==> src/rtl/adma_pkg.sv <==
package adma_pkg;

  typedef enum logic [1:0] {
    SEL_SCOUNT = 2'd0,
    SEL_FCOUNT = 2'd1,
    SEL_FBASE  = 2'd2,
    SEL_NONE   = 2'd3
  } reg_sel_e;

  // bytes per sample frame = 1 << shift
  function automatic logic [1:0] fmt_shift(input logic [1:0] f);
    return {1'b0, f[0]} + {1'b0, f[1]};
  endfunction

endpackage

==> src/rtl/adma_samp_cnt.sv <==
module adma_samp_cnt #(
  parameter int CW  = 16,
  parameter int XBW = CW + 3
) (
  input  logic           clk,
  input  logic           rst_n,
  input  logic           wr_low,
  input  logic [CW-1:0]  wr_val,
  input  logic           accept,
  input  logic [XBW-1:0] xfer_bytes,
  input  logic [1:0]     shift,
  output logic [CW-1:0]  sc_q,
  output logic [CW-1:0]  csc_q,
  output logic           expire
);

  logic [CW-1:0]  sc_eff;
  logic [XBW-1:0] csc_ext;
  logic [XBW-1:0] csc_bytes;
  logic [XBW-1:0] remain;
  logic [XBW-1:0] rem_sh;
  logic [CW-1:0]  csc_next;

  always_comb begin
    sc_eff    = wr_low ? wr_val : sc_q;
    csc_ext   = {{(XBW-CW){1'b0}}, csc_q};
    csc_bytes = (csc_ext + XBW'(1)) << shift;
    expire    = accept && (xfer_bytes >= csc_bytes);
    remain    = csc_bytes - xfer_bytes - XBW'(1);
    rem_sh    = remain >> shift;
    if (expire)      csc_next = sc_eff;
    else if (accept) csc_next = rem_sh[CW-1:0];
    else             csc_next = csc_q;
  end

  always_ff @(posedge clk) begin
    if (!rst_n) begin
      sc_q  <= '0;
      csc_q <= '0;
    end else begin
      sc_q  <= sc_eff;
      csc_q <= csc_next;
    end
  end

  // a partial transfer never raises the countdown
  p_no_grow_r6: assert property (@(posedge clk) disable iff (!rst_n)
    (accept && !expire) |=> (csc_q <= $past(csc_q)));

endmodule

==> src/rtl/adma_frame_pos.sv <==
module adma_frame_pos #(
  parameter int CW  = 16,
  parameter int XBW = CW + 3
) (
  input  logic            clk,
  input  logic            rst_n,
  input  logic            wr_frame,
  input  logic [2*CW-1:0] wr_val,
  input  logic            accept,
  input  logic [XBW-1:0]  xfer_bytes,
  input  logic            loop_sel,
  output logic [CW-1:0]   size_q,
  output logic [CW-1:0]   idx_q,
  output logic [1:0]      left_q,
  output logic            halt_q
);

  localparam int IW = CW + 2;

  logic [XBW-1:0] sum;
  logic [XBW-3:0] step;
  logic [IW-1:0]  idx_sum;
  logic [IW-1:0]  size_ext;
  logic [IW-1:0]  wrapped;
  logic           past_end;

  always_comb begin
    sum      = xfer_bytes + {{(XBW-2){1'b0}}, left_q};
    step     = sum[XBW-1:2];
    idx_sum  = {2'b00, idx_q} + {1'b0, step};
    size_ext = {2'b00, size_q};
    past_end = idx_sum > size_ext;
    wrapped  = idx_sum - size_ext - IW'(1);
  end

  always_ff @(posedge clk) begin
    if (!rst_n) begin
      size_q <= '0;
      idx_q  <= '0;
      left_q <= '0;
      halt_q <= 1'b0;
    end else if (wr_frame) begin
      size_q <= wr_val[CW-1:0];
      idx_q  <= wr_val[2*CW-1:CW];
      left_q <= '0;
      halt_q <= 1'b0;
    end else if (accept) begin
      left_q <= sum[1:0];
      if (!past_end) begin
        idx_q <= idx_sum[CW-1:0];
      end else if (!loop_sel) begin
        idx_q <= wrapped[CW-1:0];
      end else begin
        idx_q  <= size_q;
        halt_q <= 1'b1;
      end
    end
  end

  // a stopped one-shot buffer keeps its index until rewritten
  p_halt_hold_r9: assert property (@(posedge clk) disable iff (!rst_n)
    (halt_q && !wr_frame && !accept) |=> (halt_q && $stable(idx_q)));

endmodule

==> src/rtl/adma_chan_track.sv <==
module adma_chan_track
  import adma_pkg::*;
#(
  parameter int AW = 32,
  parameter int CW = 16
) (
  input  logic            clk,
  input  logic            rst_n,
  input  logic            wr_en,
  input  logic [1:0]      wr_sel,
  input  logic [AW-1:0]   wr_data,
  input  logic [1:0]      fmt,
  input  logic            loop_sel,
  input  logic            irq_en,
  input  logic            xfer_valid,
  output logic            xfer_ready,
  input  logic [CW+2:0]   xfer_bytes,
  output logic [AW-1:0]   next_addr,
  output logic [CW+2:0]   bytes_left,
  output logic [2*CW-1:0] scount,
  output logic [2*CW-1:0] fcount,
  output logic            irq_pulse,
  output logic            irq_pending
);

  localparam int XBW = CW + 3;

  logic          accept, wr_low, wr_frame, wr_base;
  logic [1:0]    shift;
  logic [CW-1:0] sc_q, csc_q, size_q, idx_q;
  logic [1:0]    left_q;
  logic          halt_q, expire;
  logic [AW-1:0] base_q;
  logic          pulse_q, pend_q;
  logic [XBW-1:0] span;

  always_comb begin
    wr_low   = wr_en && (wr_sel == SEL_SCOUNT);
    wr_frame = wr_en && (wr_sel == SEL_FCOUNT);
    wr_base  = wr_en && (wr_sel == SEL_FBASE);
    shift    = fmt_shift(fmt);
    xfer_ready = !halt_q;
    accept   = xfer_valid && xfer_ready;
  end

  adma_samp_cnt #(.CW(CW), .XBW(XBW)) u_samp (
    .clk        (clk),
    .rst_n      (rst_n),
    .wr_low     (wr_low),
    .wr_val     (wr_data[CW-1:0]),
    .accept     (accept),
    .xfer_bytes (xfer_bytes),
    .shift      (shift),
    .sc_q       (sc_q),
    .csc_q      (csc_q),
    .expire     (expire)
  );

  adma_frame_pos #(.CW(CW), .XBW(XBW)) u_frame (
    .clk        (clk),
    .rst_n      (rst_n),
    .wr_frame   (wr_frame),
    .wr_val     (wr_data[2*CW-1:0]),
    .accept     (accept),
    .xfer_bytes (xfer_bytes),
    .loop_sel   (loop_sel),
    .size_q     (size_q),
    .idx_q      (idx_q),
    .left_q     (left_q),
    .halt_q     (halt_q)
  );

  always_ff @(posedge clk) begin
    if (!rst_n) begin
      base_q  <= '0;
      pulse_q <= 1'b0;
      pend_q  <= 1'b0;
    end else begin
      if (wr_base) base_q <= wr_data;
      pulse_q <= expire;
      pend_q  <= irq_en && (pend_q || expire);
    end
  end

  always_comb begin
    span       = {3'b000, size_q} - {3'b000, idx_q} + XBW'(1);
    bytes_left = {span[CW:0], 2'b00} + {{(CW+1){1'b0}}, left_q};
    next_addr  = base_q + {{(AW-CW-2){1'b0}}, idx_q, 2'b00}
                        + {{(AW-2){1'b0}}, left_q};
    scount     = {csc_q, sc_q};
    fcount     = {idx_q, size_q};
    irq_pulse  = pulse_q;
    irq_pending = pend_q;
  end

  // a pulse only follows an accepted transfer
  p_pulse_src_r5: assert property (@(posedge clk) disable iff (!rst_n)
    irq_pulse |-> $past(xfer_valid && xfer_ready));

  // the pending bit needs the enable seen at the previous edge
  p_pend_gated_r10: assert property (@(posedge clk) disable iff (!rst_n)
    irq_pending |-> $past(irq_en));

  // ready returns only through a frame-word write
  p_ready_back_r9: assert property (@(posedge clk) disable iff (!rst_n)
    !xfer_ready |=> (!xfer_ready || $past(wr_en && wr_sel == SEL_FCOUNT)));

  // address and remaining count move only with a write or a transfer
  p_addr_quiet_r4: assert property (@(posedge clk) disable iff (!rst_n)
    (!wr_en && !accept) |=> ($stable(next_addr) && $stable(bytes_left)));

endmodule

==> config.mk <==
export PLATFORM = sky130hd
export DESIGN_NAME = adma_chan_track
export DESIGN_NICKNAME = d
export VERILOG_FILES = /design/src/rtl/adma_pkg.sv /design/src/rtl/adma_samp_cnt.sv /design/src/rtl/adma_frame_pos.sv /design/src/rtl/adma_chan_track.sv
export SDC_FILE = /design/constraint.sdc
export NUM_CORES = 1
export LEC_CHECK = 0
export ABC_CLOCK_PERIOD_IN_PS = 5000
export BUFFER_PORTS_ARGS = -buffer_cell sky130_fd_sc_hd__buf_2
export CAP_MARGIN = 20
export CORE_UTILIZATION = 50
export DETAILED_ROUTE_END_ITERATION = 8
export PLACE_DENSITY = 0.77
export SLEW_MARGIN = 0
export SYNTH_ARGS = -nofsm -noshare
export SYNTH_HDL_FRONTEND = slang
export SYNTH_HIERARCHICAL = 1
export SYNTH_SLANG_ARGS = --single-unit
export TNS_END_PERCENT = 5
==> constraint.sdc <==
create_clock -name clk -period 5 [get_ports clk]
set_input_delay 1 -clock clk [delete_from_list [all_inputs] [get_ports clk]]
set_output_delay 1 -clock clk [all_outputs]
set_load 0.02 [all_outputs]
=== Word-level counts from Yosys, hierarchy flattened ===
Index checks and enable logic that the tools add are counted.

* Bits of input ports: 61
* Logic and storage cells: 49
* Output and inout port bits: 118
* Register bits: 101

* Order comparisons: 2
* Equality and inequality tests: 2
* Shifts and indexed selects: 2
* Mux-type cells: 7
* Bitwise logic cells: 1
* Reduce and logical (&&, ||, !) cells: 13
* Add/subtract/negate cells: 13

{| class="wikitable"
|+ Operators by type and width
! cell !! number
|-
| $mux W16 || 7
|-
| $add A19 B2 Y19 || 2
|-
| $add A32 B18 Y32 || 1
|-
| $add A32 B2 Y32 || 1
|-
| $ge A19 B19 Y1 || 1
|-
| $shl A19 B2 Y19 || 1
|-
| $shr A19 B2 Y16 || 1
|-
| $sub A19 B1 Y19 const B || 1
|-
| $sub A19 B19 Y19 || 1
|-
| $add A16 B17 Y18 || 1
|-
| $gt A18 B16 Y1 || 1
|-
| $add A16 B1 Y17 const B || 1
|-
| $add A17 B2 Y17 const B || 1
|-
| $sub A16 B16 Y17 || 1
|-
| $sub A16 B1 Y16 const B || 1
|-
| $sub A16 B16 Y16 || 1
|-
| $logic_and A1 B1 Y1 || 6
|-
| $reduce_bool A2 Y1 || 2
|-
| $reduce_and A3 Y1 || 1
|-
| $add A1 B1 Y2 || 1
|-
| $eq A2 B1 Y1 const B || 1
|-
| $eq A2 B2 Y1 const B || 1
|-
| $logic_not A2 Y1 || 1
|-
| $reduce_or A2 Y1 || 1
|-
| 3 further kinds || 3
|}

=== Logic depth before layout (Yosys ltp) ===
Gate-level depths: netlist of the first run.

* Depth in word-level cells: 8
* Depth in mapped cells: 24
* Depth with buffers taken out: 23

=== Hierarchy ===
Netlist of the first run, hierarchy kept.

{| class="wikitable"
|+ Modules (own cells, without submodules)
! module !! instances !! sequential area each (um2) !! cells each !! area an instance (um2)
|-
| adma_samp_cnt || 1 || 640.6 || 519 || 3,955.0
|-
| adma_frame_pos || 1 || 700.7 || 482 || 3,712.3
|-
| adma_chan_track || 1 || 680.7 || 480 || 3,569.7
|}

=== Least setup slack after synthesis of the first run ===
Ideal clock, no wire load.

* Path kind: input to register
* Start: input port xfer_bytes[0]
* End: register u_frame.idx_q[3]
* Stages: 23
* Library setup time: 0.139 ns
* Path buffers: 1
* Required time: 4.861 ns
* Setup slack: -0.403 ns
* Data arrival time: 5.264 ns
* Cell sequence: ha_1 inv_1 fa_1 and3b_2 nand3_4 nor2_1 xor2_1 ha_1 nand4_1 a31oi_1 a21oi_1 a211o_1 xnor2_1 ha_1 a21o_1 a21oi_1 o21ai_0 a211o_1 a21o_1 a21oi_2 buf_2 mux2i_1 a21oi_1

* Cells in the longest elaborated chain, start to end: 8
* Elaborated cells between the ends (all ways): 9
* Those cells by class: add/sub (4); order compare (1); mux (4)

{| class="wikitable"
|+ RTL lines
! what !! line !! source
|-
| start: declaration || adma_chan_track.sv:17 || <nowiki>input logic [CW+2:0] xfer_bytes,</nowiki>
|-
| $add A19 B2 Y19 (*) || adma_frame_pos.sv:28 || <nowiki>sum = xfer_bytes + {{(XBW-2){1'b0}}, left_q};</nowiki>
|-
| $add A16 B17 Y18 (*) || adma_frame_pos.sv:30 || <nowiki>idx_sum = {2'b00, idx_q} + {1'b0, step};</nowiki>
|-
| $sub A16 B16 Y16 || adma_frame_pos.sv:33 || <nowiki>wrapped = idx_sum - size_ext - IW'(1);</nowiki>
|-
| $sub A16 B1 Y16 || adma_frame_pos.sv:33 ||
|-
| $mux W16 || adma_frame_pos.sv:51 || <nowiki>end else if (!loop_sel) begin</nowiki>
|-
| $mux W16 (*) || adma_frame_pos.sv:49 || <nowiki>if (!past_end) begin</nowiki>
|-
| $mux W16 (*) || adma_frame_pos.sv:47 || <nowiki>end else if (accept) begin</nowiki>
|-
| $mux W16 (*) || adma_frame_pos.sv:42 || <nowiki>end else if (wr_frame) begin</nowiki>
|-
| end signal: assignment || adma_frame_pos.sv:44 || <nowiki>idx_q <= wr_val[2*CW-1:CW];</nowiki>
|-
| end signal: assignment || adma_frame_pos.sv:50 || <nowiki>idx_q <= idx_sum[CW-1:0];</nowiki>
|-
| end signal: assignment || adma_frame_pos.sv:52 || <nowiki>idx_q <= wrapped[CW-1:0];</nowiki>
|-
| end: declaration || adma_frame_pos.sv:13 || <nowiki>output logic [CW-1:0] idx_q,</nowiki>
|}

Mark *: on every way between the ends. The rest lies on a longest branch, timed or not. The select of a mux whose other input is x is not followed.
A chain may end at the register's enable or synchronous reset.

=== Worst setup path after layout of the first run ===
* Start: input port xfer_bytes[0]
* End: register u_frame.idx_q[11]

The elaborated chain is that of the path after synthesis.

==> results of run 1 <==
-- registers in the layout, indices dropped and copies added (netlist names) --
name            count
u_frame/size_q     16
u_frame/halt_q      1
u_samp/sc_q        16
u_frame/idx_q      16
u_samp/csc_q       16
irq_pulse           1
irq_pending         1
u_frame/left_q      2
base_q             32
-- cell families after synthesis --
logic type	Yosys count	share of synthesized area
AOI/OAI and AO/OA	435	0.258
and+or+nand+nor	485	0.217
DFF	101	0.180
muxes	76	0.0709
buffers and inverters	170	0.0608
xor gates and xnor gates	86	0.0670
adders and majority gates	128	0.147
-- final timing paths --
check / from / endpoint / slack, ps / depth (start not counted)
worst max register to register: u_frame/left_q[0]$_SDFFE_PP0P_ / u_frame/idx_q[11]$_SDFFE_PN0P_ / 50 / 22
worst min-delay path: base_q[4]$_SDFFE_PN0P_ / base_q[4]$_SDFFE_PN0P_ / 470 / 2
worst min register to register: base_q[4]$_SDFFE_PN0P_ / base_q[4]$_SDFFE_PN0P_ / 470 / 2
worst max-delay path: xfer_bytes[0] / u_frame/idx_q[11]$_SDFFE_PN0P_ / -220 / 23
-- through the flow --
stage	cell area [µm²]	setup WS [ps]	setup TNS (ps)
floorplan	11300	-190	-2400
global placement	13300	-534	-8230
detailed placement	13300	-624	-9670
CTS	13700	-146	-1510
global route	13900	-434	-6410
finish	13900	-224	-2780
-- final cells by class --
cell class	instances	area, µm²	area share
inverter	98	368	0.0265
tap	280	350	0.0253
clock inverter	7	66.3	0.00478
clock buffer	9	225	0.0162
multi-input combinational	1210	8700	0.627
sequential	101	2020	0.146
timing repair buffer	336	2140	0.154
-- layout by cell type (no fill, tap or decap), types with 54 or more instances in the layout --
cell type and count:
a21oi_1 108, buf_2 177, buf_4 151, dfxtp_1 101
ha_1 118, inv_1 96, mux2i_1 56, nand2_1 165
nor2_1 89, o21ai_0 76, xnor2_1 54
-- power by group through the flow --
stage / Sequential [µW] / Clock (µW) / Combinational, µW
5_1_grt: 1010 / 726 / 3390
3_5_place_dp: 1020 / 0 / 2920
4_1_cts: 1000 / 694 / 3020
2_1_floorplan: 1000 / 0 / 1800
3_3_place_gp: 1020 / 0 / 2890
6_report: 1010 / 690 / 3140
-- repair_timing --
item                                   in CTS  in global routing
setup buffers                               9                  3
endpoints found under the hold margin       0                  0
setup endpoints to repair                  17                 17
gates resized for setup                    15                 21
cloned                                      0                  1
pin swaps                                   7                 21
-- layer usage --
metal	track usage	vias to the layer above	routed length (µm)
li1	-	5902	-
met3	0.0337	113	2590
met5	0	-	0
met2	0.564	529	18300
met4	0.163	0	2030
met1	0.416	5841	16600
-- tightest hold or removal path, delay by kind of cell (launching register included) --
family	cells	cell delay (ps)
AOI/OAI and AO/OA	1	60
DFF	1	310
and+or+nand+nor	1	50
==> results.md, run 1 <==
- The tightest slew margin relative to the limit is 0.489.
- Of the cells placed in the final design, the portion with a size suffix greater than 1 is 0.248.
- The portion of total power attributed to sequential cells is 0.209.
- The post-layout total power is about 4800 µW.
- Of all flip-flops after synthesis, the portion carrying an async set or reset was 0.
- Walking the worst path, the cells encountered are buf_6 > ha_4 > inv_2 > fa_2 > and3b_2 > nand3_4 > xnor2_2 > ha_4 > nand3_2 > o211ai_1 > a21oi_2 > a211o_1 > xnor2_2 > ha_1 > a21o_1 > a21oi_2 > o21ai_2 > a211o_1 > a21o_1 > a21oi_4 > buf_6 > mux2i_1 > a21oi_1.
- In this run the deepest clock path goes through 2 buffers.
- The number of antenna violations at the first check in global routing is 0.
- The total overflow left after global routing is 0.
- The flow ran to the end, but the final reports show violations.
- Setup violations remaining at the end of the flow were counted as 17.
- The share of the synthesized area in the top cell type is 0.180.
- The worst setup path category is in -> reg.
- The total of hold buffers inserted after clock tree synthesis is 0.
- Summed over all instances, the cell type with the most area after synthesis is dfxtp_1.
- The net switching power of the design is around 2200 µW.
- Setup repair after global routing could not meet its margin everywhere.
- Across every metal layer, demand over resource in global routing totals 0.331.
- The cell row count is between 50 and 60.
- The internal power component is 2630 µW.
- The overall die area is ~23,000 µm².
- The mean instance size in the synthesized netlist is 7.59 µm².
- Input and output buffers added on the ports amount to 178.
- The via-per-instance ratio is between 6 and 7.
- The slowest stage of the critical path belongs to the cell a211o_1.
- On the worst path, the slowest cell contributes a delay of roughly 400 ps.
- In this run the power density over the cells is 349 nW/µm².
- After layout, the minimum clock period comes to 5220 ps.
- The number of enable-type register cells in the synthesized netlist is 0.
- The chip width is approximately 150 µm.
- Of the available clock period, the critical path in the final layout requires 1.04.
- The type of the tightest min-delay check is reg -> reg.
- The highest fanout seen on the critical path is 5.
- The layout net count is between 1,500 and 2,000.
- The area of the mapped netlist is 11,200 µm².
- The number of global-route vias before repair was roughly 12,000.
- In this run the number of H-tree levels came out at 3.
- The leakage power summed over all cells is 0.00620 µW.
- The data required time at the worst endpoint is 5230 ps.
- The dominant delay contributor by cell family on the critical path is compound AO/OA/AOI/OAI gates.
- The count of yosys warnings during synthesis is 6.
- The count of unique library cells instantiated by Yosys is 93.
- The TritonCTS buffer count is 9.
- The count of cells in the finished layout, fillers not included, comes to 2,041.
- Static timing analysis puts the maximum clock frequency at 191 MHz.
- The sort of element at the end of the critical path is a flop.
- The area overhead of the layout relative to synthesis is 23.5%.
- The number of antenna diodes in the final layout is 0.
- The violation count after the first detailed-routing iteration is 1,278.
- Sorting the synthesized cells by how often they occur yields 165 x nand2_1, 122 x ha_1, 112 x a21oi_1.
- The detailed-route via count is roughly 12,000.
- The gate count after technology mapping is 1,481.
- The clock root buffer is clkbuf_16.
- The CTS sink count is approximately 100.
- The maximum clock skew at final layout is 5.64 ps.
- The combinational share of power is 0.649.
- For this run, the share of the core covered by cells in the final layout is 0.632.
- Of the total power, the share spent switching nets is 0.456.
- nand2_1 is the most common cell in the netlist.
- The share of total power dissipated in the clock network is 0.142.
- Ranked by total cell area, the synthesized netlist is headed by dfxtp_1 18%, ha_1 14%, nand2_1 5.5%, a21oi_1 5.0%, mux2i_1 5.0%.
- IR analysis of the VDD net gives a maximum drop of 210 µV.
- The post-synthesis net count is 1,670.
- The CTS clock-pin slew for the worst setup and hold paths is 70 ps.
- The number of optimization iterations in the first detailed-route pass is 8.
- After synthesis the netlist holds a flip-flop and latch count of between 100 and 150.
- The floorplan step defined a core boundary enclosing approximately 22,000 µm².
- The first-pass GRT wire length is 61,300 µm.
- The die is 152 µm tall.
- The tool flagged a number of max-cap violations equal to 0.
- The largest net degree at the start of global routing is 50.
- For this run, the register share of the synthesized area comes to 0.180.
- STA classifies the critical path startpoint as an input pin.
- approximately 180 I/O pins were placed.
- Routability-driven placement finished with a final weighted congestion of just under 1.
- The checks that failed: DRC, setup timing.
- The layout filler cell count is 1,933.
- The sum of buffers and inverters on the critical path is 3.
- Data arrives at the worst endpoint at 5450 ps.
- At the later pin of the worst-skew pair, clock insertion delay measures between 300 and 400 ps.
- The CTS tree is built.
- The number of placed instances, taps included, is 2,011.
- The antenna violation net count after detailed routing is 0.
- The number of max-slew violations in the final report came to 0.
- Among all flip-flop cells after synthesis, the most frequent one is dfxtp_1.
- In the final routed layout, each cell accounts on average for 19.3 µm.
- In the post-route analysis, the smallest setup slack over all paths is -224 ps.
- The post-DP HPWL is 31,800 µm.
- The final count of hold timing violations is 0.
- In the routed design, unresolved DRC markers number 34.
- The starting utilization of the core area is 0.512.
- The worst-case hold slack is ~470 ps.
- The routed wire length is between 30,000 and 40,000 µm.
- At the pin with the least slew margin, the transition time is 766 ps.
No activity file was read; power rests on OpenSTA's default activity.
==> inputs of run 2 (changes only) <==
--- a/config.mk
+++ b/config.mk
@@ -5,12 +5,13 @@
 export SDC_FILE = /design/constraint.sdc
 export NUM_CORES = 1
 export LEC_CHECK = 0
+export ABC_AREA = 1
 export ABC_CLOCK_PERIOD_IN_PS = 5000
 export BUFFER_PORTS_ARGS = -buffer_cell sky130_fd_sc_hd__buf_2
 export CAP_MARGIN = 20
 export CORE_UTILIZATION = 50
 export DETAILED_ROUTE_END_ITERATION = 8
-export PLACE_DENSITY = 0.77
+export PLACE_DENSITY = 0.76
 export SLEW_MARGIN = 0
 export SYNTH_ARGS = -nofsm -noshare
 export SYNTH_HDL_FRONTEND = slang
==> results.md, run 2 <==
- The run finished with clean final reports.
- Hold repair after CTS inserted 0 buffers.
- STA puts the critical path data arrival time at 5120 ps.
- The H-tree generated during clock tree synthesis spans 3 levels.
- The startpoint identified for the worst register-to-register timing path is u_frame/left_q[0]$_SDFFE_PP0P_.
- The first global-routing pass estimated just over 60,000 µm of wire.
- Derived from the worst setup path, the maximum achievable clock frequency is 206 MHz.
- After synthesis, the cell types taking the most area are dfxtp_1 17%, nand2_1 17%, ha_1 13%, inv_1 9.7%, nand3_1 7.4%.
- Counting flops per register, the top entry is base_q.
- At the later pin of the worst-skew pair, clock insertion delay measures approximately 350 ps.
- During I/O placement, the number of pins put on the boundary was 179.
- The clock root buffer is clkbuf_16.
- The number of flip-flops in the largest register is 32.
- The number of max-slew violations in the final report was 0.
- The tightest min-delay check is of the reg -> reg type.
- The leakage power summed over all cells is 0.00772 µW.
- The most common cell after layout, fill and taps aside is nand2_1.
- The area overhead of the layout relative to synthesis is 23.8%.
- The dominant synthesized flop cell is dfxtp_1.
- Summing all multi-input logic gate instances after layout gives 8990 µm².
- At the worst endpoint, the required time is 5270 ps.
- The cell count of the worst reg-to-reg path is 27.
- The largest net degree at the start of global routing is 65.
- Of the total synthesized cell area, the portion taken by full adders, half adders and majority gates is 0.139.
- The count of maximum capacitance violations is 0.
- The highest fanout seen on the critical path is 6.
- The final cell count without fillers is 2,519.
- The placeable core region is around 23,000 µm².
- The number of design rule violations left after detail routing is 0.
- The number of antenna violations at the first check in global routing is 1.
- The layout net count is 2,389.
- Along the worst hold path, the cell count comes to 2.
- The detailed router placed ~14,000 vias in this run.
- The power per cell area is between 300 and 400 nW/µm².
- The path with the worst hold slack has its endpoint at base_q[13]$_SDFFE_PN0P_.
- The main combinational cell family by area after synthesis is simple AND/OR/NAND/NOR gates.
- The layout filler cell count is approximately 2,100.
- The detail route stage leaves a number of antenna-violating nets equal to 0.
- The final cell area excluding filler cells is 14,600 µm².
- The per-cell routed wire length is 16.1 µm.
- The most repeated cell in the gate-level netlist after synthesis is nand2_1.
- Of the cells placed in the final design, the portion with a size suffix greater than 1 is 0.205.
- The Yosys step of the flow raised 6 warnings.
- For the finished layout, the period the worst path requires is 4850 ps.
- The overall die area is 24,200 µm².
- The cell area after placement is around 14,000 µm².
- The end of the worst register-to-register path is u_frame/idx_q[5]$_SDFFE_PN0P_.
- STA classifies the critical path endpoint as a flop.
- The actual transition at the worst max-transition pin is 1100 ps.
- In the layout the commonest cells are 517 x nand2_1, 299 x inv_1, 177 x buf_2.
- The share of the synthesized area in the top cell type is 0.171.
- The TritonCTS buffer count is 9.
- The CTS sink count is 101.
- The number of buffers inserted by port buffering is 178.
- Counting flops with a built-in enable in the synthesized netlist gives 0.
- Clock-pin slew was measured on the worst setup and hold paths at approximately 80 ps.
- The count of unique library cells instantiated by Yosys is 56.
- The worst IR drop on VDD is 218 µV.
- After synthesis the netlist holds a flip-flop and latch count of 101.
- The post-DP HPWL is 32,800 µm.
- For this run, global-route usage on met1 was measured as 0.398.
- Counting every net in the synthesized netlist gives 2,144.
- The global-route usage over all layers is 0.326.
- By startpoint and endpoint, the worst setup path is classified as in -> reg.
- After global routing the overflow that remains totals 0.
- For this configuration, the core starts out at a cell density of 0.515.
- The XOR/XNOR share of the synthesized area is 0.0527.
- The busiest layer in global routing is met2.
- The share of async-settable or async-resettable flops after synthesis is 0.
- The portion of synthesized area spent on multiplexers is 0.0161.
- STA classifies the critical path startpoint as an input pin.
- The number of buffers on the longest clock path is 2.
- The floorplan has 55 rows.
- Averaged over all synthesized cells, the footprint is 6.04 µm².
- The simple-gate share of the synthesized area is 0.350.
- After technology mapping, the gate count stands at 1,955.
- Of all cell types, the one taking the most synthesized area is dfxtp_1.
- The number of global-route vias before repair is about 12,000.
- The ratio of final minimum period to clock period is 0.969.
- The area of the mapped netlist is approximately 12,000 µm².
- The violation count after the first detailed-routing iteration is 1,109.
- In the routed layout, each cell is associated on average with a via count of 5.41.
- In this run, placement finished with an instance count of 2,490.
- The worst-case register-to-register setup slack is approximately 550 ps.
- The number of optimization iterations in the first detailed-route pass is 6.
- The final setup violation count is 0.
- The met3 routing resource usage after global routing is 0.0372.
- The congestion estimate from routability-driven global placement came to 0.975.
- The global-route met2 utilization is 0.568.
- Sorting the synthesized cells by how often they occur yields 537 x nand2_1, 304 x inv_1, 175 x nand3_1.
- The maximum clock skew at final layout is roughly 12 ps.
- The routed wire length is 40,600 µm.
- The chip width is between 150 and 200 µm.
- The sequential cells in the finished layout cover a total of ~2000 µm².
- The worst pin sits at a relative slew slack of 0.267.
- The compound-cell area share of the yosys netlist is 0.151.
- In this run the vertical extent of the chip is 156 µm.
- The final count of hold timing violations is 0.
- The beginning of the worst hold path is base_q[13]$_SDFFE_PN0P_.
- The CTS tree is built.
- The share of the Yosys chip area taken by registers is 0.171.
-- run 2: changes by cell type after synthesis, moves of 33 or more --
cell      before  now
a21boi_0      34    1
nand2_1      165  537
mux2i_1       56   19
inv_1         97  304
a21oi_1      112  167
nand3_1       44  175
nor2b_1       41    0
xnor2_1       60   18
-- run 2: layout make-up --
type | instances | area share
inverter | 315 | 0.0812
multi-input combinational | 1491 | 0.615
clock inverter | 7 | 0.00591
antenna | 1 | 0.000171
timing repair buffer | 282 | 0.117
sequential | 101 | 0.138
clock buffer | 9 | 0.0154
tap | 313 | 0.0268
-- run 2: report_power, final --
part	internal, µW	leakage, µW	switching [µW]
clock	362	0.000151	375
sequential	868	0.000827	137
combinational	1300	0.00674	1930
total	2530	0.00772	2440
-- run 2: repair_timing --
action,in CTS,in global routing
buffers inserted,1,8
pin swaps,7,50
gates cloned,1,2
setup endpoints to repair,15,17
resized for setup,8,109
-- run 2: kinds of logic (layout without fill, tap and decap cells) --
logic type               count (synthesis)  count (layout)
AO/OA/AOI/OAI                          328             328
AND/OR/NAND/NOR                        943             945
buffers and inverters                  365             613
other                                    0               1
XOR/XNOR                                71              71
adder cells (fa/ha/maj)                128             128
multiplexers                            19              19
flip-flops                             101             101
-- run 2: critical path, stage by stage --
cell	delay [ps]
clkbuf_4	150
ha_4	140
inv_1	50
fa_2	370
inv_2	80
nand2_2	70
nor2_4	130
nand3_4	110
nor3_4	180
buf_6	150
xor2_4	160
ha_4	240
a21oi_4	130
buf_4	120
nand2_1	50
a21oi_2	120
nand2_1	100
xor2_1	200
inv_1	100
ha_4	300
nand2_4	70
nor4_4	250
nand3_2	120
nand2_4	170
nand3_2	170
nand2_1	130
nand3_1	80
a21oi_1	160
-- run 2: stage by stage --
step	total power [µW]	hold slack [ps]	setup slack, ps	TNS, ps	utilization
floorplan	2850	427	25.5	0	-
global placement	3810	437	-222	-3260	0.593
detailed placement	3850	441	-367	-5870	0.593
CTS	4610	452	3.55	0	0.609
global route	5320	467	-62.8	-317	0.638
finish	4970	452	153	0	0.638
-- run 2: per-layer routing --
metal,vias to the layer above,part of all wire
met5,-,0
met4,0,0.048
met3,103,0.063
met2,519,0.48
met1,6187,0.41
li1,6829,-
-- run 2: worst max path at each step --
stage                   from                              to  slack, ps  cells past startpoint
6_report       xfer_bytes[0]   u_frame/idx_q[5]$_SDFFE_PN0P_        150                     28
5_1_grt        xfer_bytes[0]   u_frame/idx_q[8]$_SDFFE_PN0P_        -60                     28
4_1_cts        xfer_bytes[0]  u_frame/idx_q[12]$_SDFFE_PN0P_          4                     29
3_5_place_dp   xfer_bytes[0]  u_frame/idx_q[12]$_SDFFE_PN0P_       -370                     29
3_3_place_gp   xfer_bytes[0]  u_frame/idx_q[12]$_SDFFE_PN0P_       -220                     29
2_1_floorplan  xfer_bytes[0]   u_frame/idx_q[7]$_SDFFE_PN0P_         30                     28
